==> config.mk <==
export PLATFORM = sky130hd
export DESIGN_NAME = dram_seq
export DESIGN_NICKNAME = d
export VERILOG_FILES = /design/src/rtl/dram_seq_pkg.sv /design/src/rtl/dram_timing_reg.sv /design/src/rtl/dram_row_track.sv /design/src/rtl/dram_phase_fsm.sv /design/src/rtl/dram_seq.sv
export SDC_FILE = /design/constraint.sdc
export NUM_CORES = 1
export LEC_CHECK = 0
export BUFFER_PORTS_ARGS = -buffer_cell sky130_fd_sc_hd__buf_4
export CORE_MARGIN = 4
export CORE_UTILIZATION = 42
export DETAILED_ROUTE_END_ITERATION = 16
export PLACE_DENSITY = 0.77
export REMOVE_ABC_BUFFERS = 1
export SETUP_SLACK_MARGIN = 0.02
export SLEW_MARGIN = 30
export SYNTH_ARGS = -nofsm -noshare
export SYNTH_HDL_FRONTEND = slang
export SYNTH_SLANG_ARGS = --single-unit
==> constraint.sdc <==
create_clock -name clk -period 1.4 [get_ports clk]
set_input_delay 0.07 -clock clk [delete_from_list [all_inputs] [get_ports clk]]
set_output_delay 0.07 -clock clk [all_outputs]
set_load 0.02 [all_outputs]
==> src/rtl/dram_seq_pkg.sv <==
package dram_seq_pkg;

   localparam int FLD_W   = 2;
   localparam int CFG_W   = 9;
   localparam int SUCC_B  = 8;
   localparam int PRE_LO  = 6;
   localparam int CAS_LO  = 3;
   localparam int RAS_LO  = 0;
   localparam logic [CFG_W-1:0] CFG_MASK = 9'h1DB;

   typedef enum logic [2:0] {
      ST_IDLE,
      ST_RAS,
      ST_CAS,
      ST_OPEN,
      ST_PRE
   } seq_state_e;

   typedef struct packed {
      logic             succ;
      logic [FLD_W-1:0] pre;
      logic [FLD_W-1:0] cas;
      logic [FLD_W-1:0] ras;
   } timing_t;

endpackage

==> src/rtl/dram_timing_reg.sv <==
module dram_timing_reg
   import dram_seq_pkg::*;
(
   input  logic             clk,
   input  logic             rst_cold_n,
   input  logic             wr_en,
   input  logic [CFG_W-1:0] wr_data,
   output logic [CFG_W-1:0] rd_data,
   output timing_t          timing
);

   timing_t tq;

   // Only the cold reset touches this register; hot reset is not wired here.
   always_ff @(posedge clk or negedge rst_cold_n) begin
      if (!rst_cold_n) begin
         tq <= '0;
      end else if (wr_en) begin
         tq.succ <= wr_data[SUCC_B];
         tq.pre  <= wr_data[PRE_LO +: FLD_W];
         tq.cas  <= wr_data[CAS_LO +: FLD_W];
         tq.ras  <= wr_data[RAS_LO +: FLD_W];
      end
   end

   always_comb begin
      rd_data                   = '0;
      rd_data[SUCC_B]           = tq.succ;
      rd_data[PRE_LO +: FLD_W]  = tq.pre;
      rd_data[CAS_LO +: FLD_W]  = tq.cas;
      rd_data[RAS_LO +: FLD_W]  = tq.ras;
   end

   assign timing = tq;

   assert_readback_R1: assert property (@(posedge clk) disable iff (!rst_cold_n)
      wr_en |=> (rd_data == ($past(wr_data) & CFG_MASK)));

endmodule

==> src/rtl/dram_row_track.sv <==
module dram_row_track #(
   parameter int ROW_W = 10
) (
   input  logic             clk,
   input  logic             rst_n,
   input  logic             load,
   input  logic [ROW_W-1:0] row_in,
   output logic             hit
);

   logic [ROW_W-1:0] row_q;

   always_ff @(posedge clk or negedge rst_n) begin
      if (!rst_n)     row_q <= '0;
      else if (load)  row_q <= row_in;
   end

   assign hit = (row_q == row_in);

endmodule

==> src/rtl/dram_phase_fsm.sv <==
module dram_phase_fsm
   import dram_seq_pkg::*;
#(
   parameter int CNT_W = FLD_W
) (
   input  logic             clk,
   input  logic             rst_n,
   input  logic             go,
   input  logic             hit,
   input  logic             succ,
   input  logic [CNT_W-1:0] ras_m1,
   input  logic [CNT_W-1:0] cas_m1,
   input  logic [CNT_W-1:0] pre_m1,
   output seq_state_e       state_o,
   output logic             last_o,
   output logic             load_row_o
);

   seq_state_e       st_q, st_d;
   logic [CNT_W-1:0] cnt_q, cnt_d;
   logic             last;

   assign last = (cnt_q == '0);

   always_comb begin
      st_d  = st_q;
      cnt_d = last ? cnt_q : cnt_q - 1'b1;
      unique case (st_q)
         ST_IDLE: if (go) begin
            st_d  = ST_RAS;
            cnt_d = ras_m1;
         end
         ST_RAS: if (last) begin
            st_d  = ST_CAS;
            cnt_d = cas_m1;
         end
         ST_CAS: if (last) begin
            st_d  = ST_OPEN;
            cnt_d = '0;
         end
         ST_OPEN: begin
            if (go && hit) begin
               st_d  = ST_CAS;
               cnt_d = cas_m1;
            end else if (go || !succ) begin
               st_d  = ST_PRE;
               cnt_d = pre_m1;
            end
         end
         ST_PRE: if (last) begin
            st_d  = ST_IDLE;
            cnt_d = '0;
         end
         default: begin
            st_d  = ST_IDLE;
            cnt_d = '0;
         end
      endcase
   end

   always_ff @(posedge clk or negedge rst_n) begin
      if (!rst_n) begin
         st_q  <= ST_IDLE;
         cnt_q <= '0;
      end else begin
         st_q  <= st_d;
         cnt_q <= cnt_d;
      end
   end

   assign state_o    = st_q;
   assign last_o     = last;
   assign load_row_o = (st_q == ST_IDLE) && go;

   assert_hold_open_R8: assert property (@(posedge clk) disable iff (!rst_n)
      (st_q == ST_OPEN && succ && !go) |=> (st_q == ST_OPEN));

   assert_hit_page_R7: assert property (@(posedge clk) disable iff (!rst_n)
      (st_q == ST_OPEN && go && hit) |=> (st_q == ST_CAS));

endmodule

==> src/rtl/dram_seq.sv <==
module dram_seq
   import dram_seq_pkg::*;
#(
   parameter int ROW_W = 10,
   parameter int COL_W = 8
) (
   input  logic                     clk,
   input  logic                     rst_cold_n,
   input  logic                     rst_hot_n,
   input  logic                     cfg_we,
   input  logic [CFG_W-1:0]         cfg_wdata,
   output logic [CFG_W-1:0]         cfg_rdata,
   input  logic                     req_valid,
   input  logic                     req_dram,
   input  logic                     req_write,
   input  logic [ROW_W+COL_W-1:0]   req_addr,
   output logic                     req_ready,
   output logic                     ras_n,
   output logic                     cas_n,
   output logic                     addr_sel,
   output logic [((ROW_W > COL_W) ? ROW_W : COL_W)-1:0] dram_addr,
   output logic                     dram_rd_n,
   output logic                     dram_we_n,
   output logic                     bus_rd_n,
   output logic                     bus_wr_n
);

   localparam int ADDR_W = ROW_W + COL_W;
   localparam int MA_W   = (ROW_W > COL_W) ? ROW_W : COL_W;

   timing_t          tmg;
   seq_state_e       st;
   logic             seq_rst_n, go, hit, last, load_row;
   logic [ROW_W-1:0] row_f;
   logic [COL_W-1:0] col_f;
   logic [MA_W-1:0]  row_ext, col_ext;
   logic             rd_act, wr_act, row_on;

   assign seq_rst_n = rst_cold_n & rst_hot_n;
   assign go        = req_valid & req_dram;
   assign row_f     = req_addr[ADDR_W-1 -: ROW_W];
   assign col_f     = req_addr[COL_W-1:0];

   dram_timing_reg u_reg (
      .clk        (clk),
      .rst_cold_n (rst_cold_n),
      .wr_en      (cfg_we),
      .wr_data    (cfg_wdata),
      .rd_data    (cfg_rdata),
      .timing     (tmg)
   );

   dram_row_track #(.ROW_W(ROW_W)) u_row (
      .clk    (clk),
      .rst_n  (seq_rst_n),
      .load   (load_row),
      .row_in (row_f),
      .hit    (hit)
   );

   dram_phase_fsm #(.CNT_W(FLD_W)) u_fsm (
      .clk        (clk),
      .rst_n      (seq_rst_n),
      .go         (go),
      .hit        (hit),
      .succ       (tmg.succ),
      .ras_m1     (tmg.ras),
      .cas_m1     (tmg.cas),
      .pre_m1     (tmg.pre),
      .state_o    (st),
      .last_o     (last),
      .load_row_o (load_row)
   );

   // Pad the narrower of row/column to the multiplexed address width.
   generate
      if (ROW_W == COL_W) begin : g_pad_none
         assign row_ext = row_f;
         assign col_ext = col_f;
      end else if (ROW_W > COL_W) begin : g_pad_col
         assign row_ext = row_f;
         assign col_ext = {{(MA_W-COL_W){1'b0}}, col_f};
      end else begin : g_pad_row
         assign row_ext = {{(MA_W-ROW_W){1'b0}}, row_f};
         assign col_ext = col_f;
      end
   endgenerate

   assign row_on    = (st == ST_RAS) || (st == ST_CAS) || (st == ST_OPEN);
   assign ras_n     = !row_on;
   assign cas_n     = (st != ST_CAS);
   assign addr_sel  = (st == ST_CAS);
   assign dram_addr = addr_sel ? col_ext : row_ext;
   assign req_ready = (st == ST_CAS) && last;

   assign rd_act    = (st == ST_CAS) && !req_write;
   assign wr_act    = (st == ST_CAS) &&  req_write;
   assign dram_rd_n = !(rd_act &&  tmg.succ);
   assign dram_we_n = !(wr_act &&  tmg.succ);
   assign bus_rd_n  = !(rd_act && !tmg.succ);
   assign bus_wr_n  = !(wr_act && !tmg.succ);

   assert_ready_pulse_R5: assert property (@(posedge clk) disable iff (!seq_rst_n)
      req_ready |=> !req_ready);

   assert_miss_close_R9: assert property (@(posedge clk) disable iff (!seq_rst_n)
      (st == ST_OPEN && go && !hit) |=> ras_n);

   assert_cas_in_row_R6: assert property (@(posedge clk) disable iff (!seq_rst_n)
      !cas_n |-> (!ras_n && addr_sel));

   assert_strobe_single_R11: assert property (@(posedge clk) disable iff (!seq_rst_n)
      $onehot0({!dram_rd_n, !dram_we_n, !bus_rd_n, !bus_wr_n}));

endmodule

## Yosys cells after proc, flatten, opt, wreduce, memory -nomap -nowiden

Cells that the tools add are included.

| cells by class | value |
|---|---|
| divide/modulo/power cells | 0 |
| multiplexer cells | 15 |
| add/subtract/negate cells | 1 |
| shifts and indexed selects | 0 |
| equal/unequal tests | 11 |
| multiply operators | 0 |
| $lt $le $gt $ge | 0 |
| reductions and logical operators | 23 |
| bitwise gates (word level) | 2 |

Operators with widths:

| operator | number |
|---|---|
| two-way mux 3 bit | 6 |
| case mux 3 bit (5 select lines) | 1 |
| two-way mux 2 bit | 6 |
| == test 10 bit | 1 |
| two-way mux 10 bit | 1 |
| logical AND 1 bit | 9 |
| case mux 2 bit (4 select lines) | 1 |
| zero test 1 bit | 7 |
| == test 3 x 2 -> 1 bit, second input constant | 2 |
| AND reduction 5 bit | 1 |
| inequality test 2 x 1 -> 1 bit, second input constant | 2 |
| inequality test 2 bit, second input constant | 2 |
| == test 3 x 1 -> 1 bit, second input constant | 1 |
| == test 3 bit, second input constant | 1 |
| zero test 3 bit | 1 |
| logical OR 1 bit | 3 |
| inequality test 3 x 1 -> 1 bit, second input constant | 1 |
| inequality test 3 x 2 -> 1 bit, second input constant | 1 |
| AND 1 bit | 2 |
| zero test 2 bit | 1 |
| OR reduction 2 bit | 1 |
| subtractor 2 x 1 -> 2 bit, second input constant | 1 |

| storage, ports and cells | value |
|---|---|
| memories | 0 |
| logic and storage cells | 59 |
| register bits after elaboration | 22 |
| output and inout port bits | 27 |
| bits in writable memories | 0 |
| bits in read-only memories | 0 |
| latch bits | 0 |

## Depth between registers and ports, before layout

Gate-level depths: netlist (run 1).

| depth | value |
|---|---|
| depth after elaboration | 5 |
| mapped depth | 6 |

## Modules after synthesis

A second synthesis (run 1) with hierarchy kept.

| second synthesis, totals | value |
|---|---|
| cell total of the unflattened synthesis | 130 |
| area total of the unflattened synthesis | 1505.2 um^2 |

Modules (own cells, without submodules):

| module | sequential area each (um^2) | cells an instance | times used | area each (um^2) |
|---|---|---|---|---|
| dram_row_track | 250.2 | 34 | 1 | 483.0 |
| dram_phase_fsm | 125.1 | 50 | 1 | 444.2 |
| dram_timing_reg | 175.2 | 25 | 1 | 362.8 |
| dram_seq | 0.0 | 21 | 1 | 215.2 |

## Least setup slack after synthesis (run 1)

Ideal clock, no wire load.

| path | value |
|---|---|
| path kind | register to output |
| from | register u_fsm.st_q[0], in the netlist u_fsm.state_o[0] |
| to | output port req_ready |
| buffers on the path | 2 |
| setup slack | -0.401 ns |
| arrival time | 1.731 ns |
| cell stages (with the launch flop) | 6 |
| cells stage by stage | dfrtp_1 buf_2 nor3b_1 inv_1 clkbuf_1 nor3_1 |

| between the ends | value |
|---|---|
| word-level cells in the longest chain between the ends | 2 |

Ends and longest elaborated chain:

| element | line | source |
|---|---|---|
| start: declaration | dram_phase_fsm.sv:19 | `seq_state_e st_q, st_d;` |
| start signal: assignment | dram_phase_fsm.sv:66 | `st_q <= st_d;` |
| == test 3 x 2 -> 1 bit | dram_seq.sv:94 | `assign req_ready = (st == ST_CAS) && last;` |
| logical AND 1 bit | dram_seq.sv:94 |  |
| end: declaration | dram_seq.sv:17 | `output logic req_ready,` |

Every way passes these cells.

## Final worst setup path (run 1)

| path | value |
|---|---|
| from | register u_fsm.st_q[0], in the netlist u_fsm.state_o[0] |
| to | output port bus_rd_n |

| between the ends | value |
|---|---|
| word-level cells in the longest chain between the ends | 4 |

Ends and longest elaborated chain:

| element | line | source |
|---|---|---|
| == test 3 x 2 -> 1 bit | dram_seq.sv:96 | `assign rd_act = (st == ST_CAS) && !req_write;` |
| logical AND 1 bit | dram_seq.sv:96 |  |
| logical AND 1 bit | dram_seq.sv:100 | `assign bus_rd_n = !(rd_act && !tmg.succ);` |
| zero test 1 bit | dram_seq.sv:100 |  |
| end: declaration | dram_seq.sv:24 | `output logic bus_rd_n,` |

Every way passes these cells.

==> results of run 1 <==
logic make-up (layout without fill, tap and decap cells):
family | Yosys count | after routing | share of synthesized area (%)
DFF | 22 | 22 | 41.3
buffers and inverters | 12 | 91 | 4.32
muxes | 18 | 18 | 15.1
and+or+nand+nor | 55 | 55 | 20.2
xor gates and xnor gates | 10 | 10 | 6.57
other | 1 | 2 | 0.281
AOI/OAI and AO/OA | 22 | 22 | 12.2
worst paths after layout:
check / end / startpoint / cells after the start / slack (ns)
min reg2reg: u_row.row_q[2] / u_row.row_q[2] / 1 / 0.54
max: bus_rd_n / u_fsm.state_o[0] / 4 / -0.26
max reg2reg: u_fsm.cnt_q[0] / u_fsm.state_o[0] / 6 / -0.22
min: u_row.row_q[9] / req_addr[17] / 2 / 0.003
max in group asynchronous: u_fsm.state_o[0] / rst_cold_n / 4 / 0.77
min in group asynchronous: u_reg.rd_data[7] / rst_cold_n / 2 / 0.09
power breakdown:
group | total [uW] | internal, uW | switching (uW)
clock | 364 | 159 | 205
sequential | 1070 | 864 | 205
combinational | 2850 | 1480 | 1370
total | 4290 | 2500 | 1780
worst max-delay path: cells and delay by family (launching register included):
family,cells,cell delay (ns)
and+or+nand+nor,2,0.62
DFF,1,0.44
buffers and inverters,2,0.22
metrics by stage:
step | utilization [%] | hold WS [ns] | area (um^2)
floorplan | - | -0.226 | 1290
global placement | 61.3 | -0.115 | 1870
detailed placement | 61.3 | -0.108 | 1870
CTS | 71.6 | 0.00284 | 2190
global route | 75.5 | 0.000229 | 2310
finish | 75.5 | 0.00343 | 2310
area by class of cell:
cell class,instances,share of cell area (%)
sequential,22,23.9
inverter,4,0.868
tap,44,2.39
multi-input combinational,107,37.8
timing repair buffer,83,33.5
clock buffer,4,1.57
cells in the mapped netlist (all sizes together) (2+ instances only):
| master | instances | area share [%] |
|---|---|---|
| inv | 4 | 1.1 |
| a21bo | 2 | 1.5 |
| buf | 4 | 2.1 |
| o21ai | 3 | 1.1 |
| a211oi | 3 | 1.7 |
| nand2 | 30 | 8.5 |
| xor2 | 3 | 2.0 |
| nor3 | 2 | 0.75 |
| nor2b | 4 | 1.9 |
| nor3b | 3 | 1.7 |
| a21oi | 2 | 0.75 |
| xnor2 | 7 | 4.6 |
| nand3 | 2 | 0.75 |
| mux2 | 17 | 14 |
| clkbuf | 4 | 1.1 |
| o41ai | 2 | 1.3 |
| dfrtp | 22 | 41 |
| a31oi | 3 | 1.4 |
| and3 | 2 | 0.94 |
| nor2 | 5 | 1.4 |
state kept, by name (all words and copies together) (netlist names):
signal         flops
u_reg.rd_data      7
u_fsm.state_o      3
u_fsm.cnt_q        2
u_row.row_q       10
metal layers:
| metal | global-route usage [%] | vias up | part of all wire (%) |
|---|---|---|---|
| met1 | 24.5 | 663 | 41 |
| met3 | 2.46 | 8 | 4.8 |
| met4 | 4.49 | 0 | 1.4 |
| li1 | - | 648 | - |
| met5 | 0 | - | 0 |
| met2 | 40.2 | 46 | 53 |
timing repair:
item | in CTS | in global routing
pin swaps | 10 | 12
resized for setup | 25 | 34
endpoints found under the setup margin | 26 | 32
cloned | 2 | 0
setup buffers | 5 | 1
endpoints found under the hold margin | 29 | 0
hold buffers | 9 | 0
==> results.py, run 1 <==
metrics = {
    "status": {
        "status": "finished, violations left",
        "violations": "setup timing",
    },
    "min_path": {
        "worst_hold_path_type": "input pin to flip-flop",
    },
    "power": {
        "pwr_density_cell_nw_per_um2": 1860,
        "p_leak_uw": 0.00108,
        "irDropWorstVdd_mv": 1.28,
        "power_uw": 4290,
    },
    "setup_path": {
        "worstPathMaxFanout": 3,
        "worstSetupEndpointType": "output pin",
        "worst-endpoint-required_ns": 1.33,
        "worst_ep_arrival_time_ns": 1.59,
        "path_class": "flip-flop to output pin",
        "crit_slowest_cell": "sky130_fd_sc_hd__dfrtp_1",
        "worst_path_cell_chain": "nor3b_4, inv_2, or3_4, buf_6",
        "startpoint_type": "flip-flop",
        "critical-path-max-stage-delay_ns": 0.44,
    },
    "cts": {
        "h_tree_lvls": 1,
        "tritoncts_num_sinks": 22,
        "worst_skew_pair.late_latency_ns": 0.32,
        "clock_tree.buffer_depth": 2,
        "tritoncts": "built",
        "tritoncts.num_buffers": 3,
        "root_buffer": "sky130_fd_sc_hd__clkbuf_4",
        "path_clk_slew_ns": 0.14,
    },
    "detailed_routing": {
        "dr.first_iter.drc_count": 47,
        "drt-wirelength-per-cell_um": 16.2,
        "remaining_drc_errors": 0,
        "postRouteWirelength_mm": 4.28,
        "post_drt_via_cell_ratio": 5.17,
        "via_count": 1365,
        "drtPass1Iterations": 4,
        "detail-route-antenna-nets": 0,
    },
    "synth": {
        "seq_area_frac_synth_pct": 41.3,
        "synth_edf_count": 0,
        "ys_warn_count": 0,
        "synth_cells": 140,
        "async_reset_ff_share_pct": 100,
        "ys_ff_latch": 22,
        "synth.cell_area_um2": 1330,
        "syn_avg_cell_area_um2": 9.52,
        "yosysUniqueCellTypes": 38,
        "predominant_post_synthesis_flop_cell": "sky130_fd_sc_hd__dfrtp_1",
    },
    "die": {
        "fp.dieW_um": 64.3,
        "initial_utilization_pct": 43.6,
        "ioPinCount": 61,
        "design.die.area_um2": 4140,
        "core_region_area_um2": 3050,
        "die-height_um": 64.3,
        "std_cell_rows": 20,
    },
    "place": {
        "place_hpwl_mm": 2.89,
        "placed_cells_incl_taps": 245,
        "gp_congestion": 0.838,
        "pre_cts_slack_ns": -0.247,
        "port-buffer-count": 56,
    },
    "grt": {
        "grt.total_usage_pct": 20.9,
        "antenna_found_initial": 0,
        "grt_start_max_net_pins": 16,
        "first_global_vias": 1474,
        "gr-total-overflow": 0,
        "wire_length_of_the_first_global_routing_pass_mm": 6.79,
    },
    "cells_and_area": {
        "fillers": 217,
        "nets": 255,
        "most_common_cell_after_layout_fill_and_taps_aside": "sky130_fd_sc_hd__buf_4",
        "mostFrequentLayoutCells": "sky130_fd_sc_hd__buf_4, sky130_fd_sc_hd__dfrtp_1, sky130_fd_sc_hd__nand2_1, sky130_fd_sc_hd__mux2_2, sky130_fd_sc_hd__buf_6",
        "post_route_cells_drive_above_1_share_pct": 56.8,
        "area_of_combinational_cells_with_multiple_inputs_um2": 871,
        "antenna-diode-count": 0,
        "layout.area.seq_um2": 551,
        "final_instance_count_without_filler_cells": 264,
        "synthToLayoutAreaGrowth_pct": 73.1,
    },
    "timing": {
        "slew_violations": 0,
        "fmax_ghz": 0.603,
        "timing.final.crit_period_ns": 1.66,
        "postLayoutSetupSlackWorst_ns": -0.257,
        "tns_ns": -4.90,
        "setup_viol": 31,
        "timing.clock.skew_ns": 0.0133,
        "rsz0062_at_grt": "true",
        "hold_viol_final": 0,
        "min_period_over_period_pct": 118,
    },
    "run": {
        "maxCapViolations": 0,
    },
}
(Power assumes the default switching activity.)
==> run 2: changes to the inputs <==
Settings changed: TNS_END_PERCENT set to 30.
==> results.py, run 2 (same netlist as run 1, synthesis figures left out) <==
metrics = {
    "status": {
        "status": "finished, violations left",
        "violations": "setup timing",
    },
    "cells_and_area": {
        "post_route_cells_drive_above_1_share_pct": 49.3,
        "nets": 252,
        "mostFrequentLayoutCells": "sky130_fd_sc_hd__buf_4, sky130_fd_sc_hd__nand2_1, sky130_fd_sc_hd__dfrtp_1",
        "largest_reg_flops": 10,
        "most_common_cell_after_layout_fill_and_taps_aside": "sky130_fd_sc_hd__buf_4",
        "synthToLayoutAreaGrowth_pct": 58.7,
        "final_instance_count_without_filler_cells": 261,
        "layout.area.seq_um2": 551,
        "fillers": 249,
        "area_of_combinational_cells_with_multiple_inputs_um2": 792,
        "antenna-diode-count": 0,
        "regMostFlops": "u_row.row_q",
        "post-route-util_pct": 69.3,
    },
    "die": {
        "initial_utilization_pct": 43.6,
        "design.die.area_um2": 4140,
        "ioPinCount": 61,
        "fp.dieW_um": 64.3,
        "die-height_um": 64.3,
        "std_cell_rows": 20,
        "core_region_area_um2": 3050,
    },
    "timing": {
        "fmax_ghz": 0.620,
        "timing.clock.skew_ns": 0.0140,
        "postLayoutSetupSlackWorst_ns": -0.212,
        "setup_viol": 32,
        "timing.final.crit_period_ns": 1.61,
        "min_period_over_period_pct": 115,
        "rsz0062_at_grt": "true",
        "slew_violations": 0,
        "hold_viol_final": 0,
    },
    "detailed_routing": {
        "via_count": 1348,
        "drtPass1Iterations": 4,
        "remaining_drc_errors": 0,
        "detail-route-antenna-nets": 0,
        "drt-wirelength-per-cell_um": 14.9,
        "dr.first_iter.drc_count": 74,
        "postRouteWirelength_mm": 3.88,
        "post_drt_via_cell_ratio": 5.16,
    },
    "power": {
        "p_leak_uw": 0.000997,
        "part_of_the_power_in_combinational_logic_pct": 62.8,
        "pwr_density_cell_nw_per_um2": 1790,
        "power.switching_fraction_pct": 41.6,
        "power_frac_clock_pct": 9.4,
        "irDropWorstVdd_mv": 0.944,
        "netSwitchingPower_uw": 1580,
        "internal_power_uw": 2210,
        "power.sequential.fraction_pct": 27.8,
    },
    "setup_path": {
        "path_class": "flip-flop to output pin",
        "worstPathMaxFanout": 3,
        "worstSetupEndpointType": "output pin",
        "worst_ep_arrival_time_ns": 1.54,
        "worst-endpoint-required_ns": 1.33,
        "startpoint_type": "flip-flop",
    },
    "cts": {
        "root_buffer": "sky130_fd_sc_hd__clkbuf_4",
        "worst_skew_pair.late_latency_ns": 0.31,
        "tritoncts_num_sinks": 22,
        "path_clk_slew_ns": 0.13,
        "h_tree_lvls": 1,
        "clock_tree.buffer_depth": 2,
        "tritoncts": "built",
        "tritoncts.num_buffers": 3,
    },
    "grt": {
        "first_global_vias": 1428,
        "wire_length_of_the_first_global_routing_pass_mm": 6.33,
        "gr-total-overflow": 0,
        "antenna_found_initial": 0,
        "grt.total_usage_pct": 19.3,
        "grt_start_max_net_pins": 16,
    },
    "place": {
        "place_hpwl_mm": 2.89,
        "placed_cells_incl_taps": 245,
        "gp_congestion": 0.838,
        "port-buffer-count": 56,
    },
    "min_path": {
        "worst_hold_path_type": "input pin to flip-flop",
    },
    "run": {
        "maxCapViolations": 0,
    },
}
[run 2: changes by cell type in the layout (fill, tap and decap cells not counted), sizes merged]
cell,previous run,this run
buf,74,71
[run 2: metrics by stage]
stage,hold slack [ns],setup TNS (ns),instance area (um^2),total power (uW),setup slack [ns]
6_report,0.00677,-4.68,2110,3790,-0.212
3_3_place_gp,-0.115,-0.298,1870,3030,-0.150
2_1_floorplan,-0.226,-19.73,1290,2260,-1.50
5_1_grt,0.00761,-7.17,2110,4040,-0.290
3_5_place_dp,-0.108,-0.584,1870,3130,-0.247
4_1_cts,0.00284,-3.63,2090,3700,-0.240
[run 2: power by group through the flow]
stage          clock network (uW)  registers, uW  logic [uW]
2_1_floorplan                   0           1090        1170
3_3_place_gp                    0           1030        2000
3_5_place_dp                    0           1050        2080
4_1_cts                       363           1040        2300
5_1_grt                       391           1080        2570
6_report                      358           1050        2380
[run 2: critical path: stages, from the launching register on]
cell and delay [ns]:
sky130_fd_sc_hd__dfrtp_1 0.41, sky130_fd_sc_hd__nor3b_2 0.18, sky130_fd_sc_hd__buf_4 0.14, sky130_fd_sc_hd__inv_2 0.04, sky130_fd_sc_hd__or3_4 0.33, sky130_fd_sc_hd__buf_6 0.14
[run 2: routing by layer]
layer | share of wire (%) | vias to the layer above | track usage (%)
met3 | 5.3 | 6 | 2.46
met5 | 0 | - | 0
li1 | - | 644 | -
met4 | 1.6 | 0 | 6.07
met1 | 40 | 649 | 22.6
met2 | 53 | 49 | 36.0
[run 2: layout make-up]
cell class / instances / area share, %
multi-input combinational: 107 / 37.5
timing repair buffer: 80 / 31.5
sequential: 22 / 26.0
tap: 44 / 2.60
clock buffer: 4 / 1.72
inverter: 4 / 0.710
[run 2: path summary, 6_finish.rpt]
check | slack, ns | from | depth (start not counted) | endpoint
setup / recovery | -0.21 | u_fsm.state_o[0] | 5 | bus_rd_n
hold / removal | 0.007 | req_addr[17] | 2 | u_row.row_q[9]
setup reg to reg | -0.20 | u_fsm.state_o[0] | 6 | u_row.row_q[7]
hold reg to reg | 0.55 | u_row.row_q[8] | 1 | u_row.row_q[8]
max in group asynchronous | 0.74 | rst_cold_n | 4 | u_fsm.state_o[0]
min in group asynchronous | 0.12 | rst_cold_n | 2 | u_reg.rd_data[6]
[run 2: timing repair]
item,4_1_cts,5_1_grt
hold buffers,9,0
endpoints found under the hold margin,29,0
gates resized for setup,18,4
setup buffers,2,1
setup endpoints to repair,26,32
pin swaps,6,3
==> run 3: changes to the inputs <==
Settings changed: CORE_UTILIZATION 42 to 43, PLACE_DENSITY 0.77 to 0.76, SYNTH_HIERARCHICAL set to 1.
==> results.py, run 3 <==
metrics = {
    "cts": {
        "worst_skew_pair.late_latency_ns": 0.30,
        "root_buffer": "sky130_fd_sc_hd__clkbuf_4",
        "clock_tree.buffer_depth": 2,
        "tritoncts": "built",
        "tritoncts.num_buffers": 3,
        "h_tree_lvls": 1,
        "path_clk_slew_ns": 0.12,
        "tritoncts_num_sinks": 22,
    },
    "min_path": {
        "worst_hold_path_type": "input pin to flip-flop",
        "cell_depth_of_the_worst_min_delay_path": 2,
        "worst_hold_startpoint": "req_addr[17]",
    },
    "power": {
        "p_leak_uw": 0.00107,
        "internal_power_uw": 2420,
        "netSwitchingPower_uw": 1450,
        "power_uw": 3880,
        "power_frac_clock_pct": 12.4,
        "power.switching_fraction_pct": 37.5,
        "part_of_the_power_in_combinational_logic_pct": 60.3,
        "power.sequential.fraction_pct": 27.3,
        "irDropWorstVdd_mv": 0.750,
        "pwr_density_cell_nw_per_um2": 1670,
    },
    "cells_and_area": {
        "largest_reg_flops": 10,
        "synthToLayoutAreaGrowth_pct": 54.1,
        "regMostFlops": "u_row/row_q",
        "nets": 240,
        "mostFrequentLayoutCells": "sky130_fd_sc_hd__buf_4, sky130_fd_sc_hd__dfrtp_1, sky130_fd_sc_hd__buf_6",
        "post-route-util_pct": 69.0,
        "stdcell_area_um2": 2320,
        "antenna-diode-count": 0,
        "most_common_cell_after_layout_fill_and_taps_aside": "sky130_fd_sc_hd__buf_4",
        "post_route_cells_drive_above_1_share_pct": 61.5,
    },
    "detailed_routing": {
        "via_count": 1269,
        "drtPass1Iterations": 7,
        "remaining_drc_errors": 0,
        "detail-route-antenna-nets": 0,
        "postRouteWirelength_mm": 3.85,
        "post_drt_via_cell_ratio": 5.06,
        "drt-wirelength-per-cell_um": 15.3,
        "dr.first_iter.drc_count": 55,
    },
    "die": {
        "std_cell_rows": 21,
        "initial_utilization_pct": 44.8,
        "die-height_um": 67.2,
        "ioPinCount": 61,
        "core_region_area_um2": 3360,
        "fp.dieW_um": 67.2,
        "design.die.area_um2": 4510,
    },
    "synth": {
        "async_reset_ff_share_pct": 100,
        "synth_common_cells": "sky130_fd_sc_hd__dfrtp_1, sky130_fd_sc_hd__mux2_4, sky130_fd_sc_hd__mux2_2",
        "predominant_post_synthesis_flop_cell": "sky130_fd_sc_hd__dfrtp_1",
        "syn_avg_cell_area_um2": 11.6,
        "ys_warn_count": 6,
        "synth.cell_area_um2": 1510,
        "ys_ff_latch": 22,
        "seq_area_frac_synth_pct": 36.6,
        "synth.most_common_cell": "sky130_fd_sc_hd__dfrtp_1",
        "synth.area.top_cells": "sky130_fd_sc_hd__dfrtp_1, sky130_fd_sc_hd__mux2_4, sky130_fd_sc_hd__mux2_2, sky130_fd_sc_hd__buf_4, sky130_fd_sc_hd__xnor2_1",
        "yosysUniqueCellTypes": 39,
        "yosysTopAreaCell": "sky130_fd_sc_hd__dfrtp_1",
        "synth_edf_count": 0,
        "netlist.area_leader.share_pct": 36.6,
        "synth_cells": 130,
    },
    "setup_path": {
        "reg2reg_to": "u_fsm/cnt_q[1]",
        "startpoint": "u_row/row_q[2]",
        "r2r_setup_slack_ns": -0.64,
        "worstPathMaxFanout": 2,
        "worstSetupEndpointType": "flip-flop",
        "path_class": "flip-flop to flip-flop",
        "critical-path-max-stage-delay_ns": 0.41,
        "endpoint": "u_fsm/cnt_q[1]",
        "worst-endpoint-required_ns": 1.59,
        "regToRegStartpoint": "u_row/row_q[2]",
        "startpoint_type": "flip-flop",
        "worst_ep_arrival_time_ns": 2.23,
        "worst_path_cell_chain": "xnor2_1, nand4_1, nor4_4, mux2_4, a22oi_2, a2111oi_2, a311o_1",
        "reg2regPathDepth": 7,
        "crit_slowest_cell": "sky130_fd_sc_hd__dfrtp_1",
    },
    "timing": {
        "tns_ns": -7.42,
        "slew_violations": 0,
        "rsz0062_at_grt": "true",
        "fmax_ghz": 0.491,
        "min_period_over_period_pct": 146,
        "setup_viol": 21,
        "hold_viol_final": 0,
        "postLayoutSetupSlackWorst_ns": -0.637,
        "timing.final.crit_period_ns": 2.04,
        "timing.clock.skew_ns": 0.000965,
    },
    "grt": {
        "grt_start_max_net_pins": 16,
        "wire_length_of_the_first_global_routing_pass_mm": 5.98,
        "grt.total_usage_pct": 17.2,
        "first_global_vias": 1357,
        "antenna_found_initial": 0,
        "gr-total-overflow": 0,
    },
    "status": {
        "status": "finished, violations left",
        "violations": "setup timing",
    },
    "place": {
        "gp_congestion": 0.845,
        "place_hpwl_mm": 2.82,
        "placed_cell_area_um2": 1980,
        "port-buffer-count": 56,
    },
    "run": {
        "maxCapViolations": 0,
    },
}
run 3: changes by cell type in the layout (fill, tap and decap cells not counted), sizes merged, moves of 3 or more:
cell	delta
nor2b	-3
buf	+5
nor3b	-3
and2	+4
nand2	-28
nand3b	+5
a211oi	-3
mux2	+11
run 3: repair_timing:
item | 4_1_cts | 5_1_grt
hold endpoints to repair | 29 | 0
gates resized for setup | 35 | 4
gates cloned | 1 | 0
setup buffers | 3 | 1
hold buffers | 9 | 0
pin swaps | 9 | 6
setup endpoints to repair | 31 | 32
run 3: cell families after synthesis:
group | share of synthesized area, %
AND/OR/NAND/NOR | 14.0
flip-flops | 36.6
buffers and inverters | 9.73
multiplexers | 25.4
XOR/XNOR | 5.82
AO/OA/AOI/OAI | 8.23
other | 0.249
run 3: layout make-up:
cell class	count	area, um^2
fillers	257	1040
flip-flops and latches	22	551
repair buffers	85	752
well taps	46	57.6
multi-input cells	90	880
repair inverters	1	8.76
clock inverters	1	30.0
clock buffers	3	22.5
inverters	3	18.8
run 3: power groups by stage:
stage | logic (uW) | registers, uW | clock network (uW)
floorplan | 1180 | 1120 | 0
global placement | 1890 | 1040 | 0
detailed placement | 1950 | 1070 | 0
CTS | 2310 | 1050 | 493
global route | 2500 | 1090 | 518
finish | 2340 | 1060 | 481
run 3: how the worst min path moves through the flow:
stage / endpoint
2_1_floorplan: u_reg/rd_data[0]
3_3_place_gp: u_reg/rd_data[0]
3_5_place_dp: u_reg/rd_data[0]
4_1_cts: u_row/row_q[6]
5_1_grt: u_row/row_q[9]
6_report: u_row/row_q[9]
run 3: worst max-delay path: cells and delay by family (launching register included):
kind,cells,cell delay [ns]
compound gates,3,0.56
mux,1,0.34
flops,1,0.41
simple gates,2,0.45
xor+xnor,1,0.17
run 3: per-stage QoR:
stage,cells,hold slack (ns),worst slack (ns)
detailed placement,234,-0.111,-0.676
global route,251,0.00446,-0.705
finish,251,0.0239,-0.637
CTS,251,0.0192,-0.616
floorplan,115,-0.226,-0.551
global placement,234,-0.114,-0.589
run 3: layer usage:
metal / track usage, % / routed length (um)
met5: 0 / 0
met3: 2.66 / 308
met2: 33.9 / 2040
met1: 19.3 / 1460
met4: 3.29 / 40
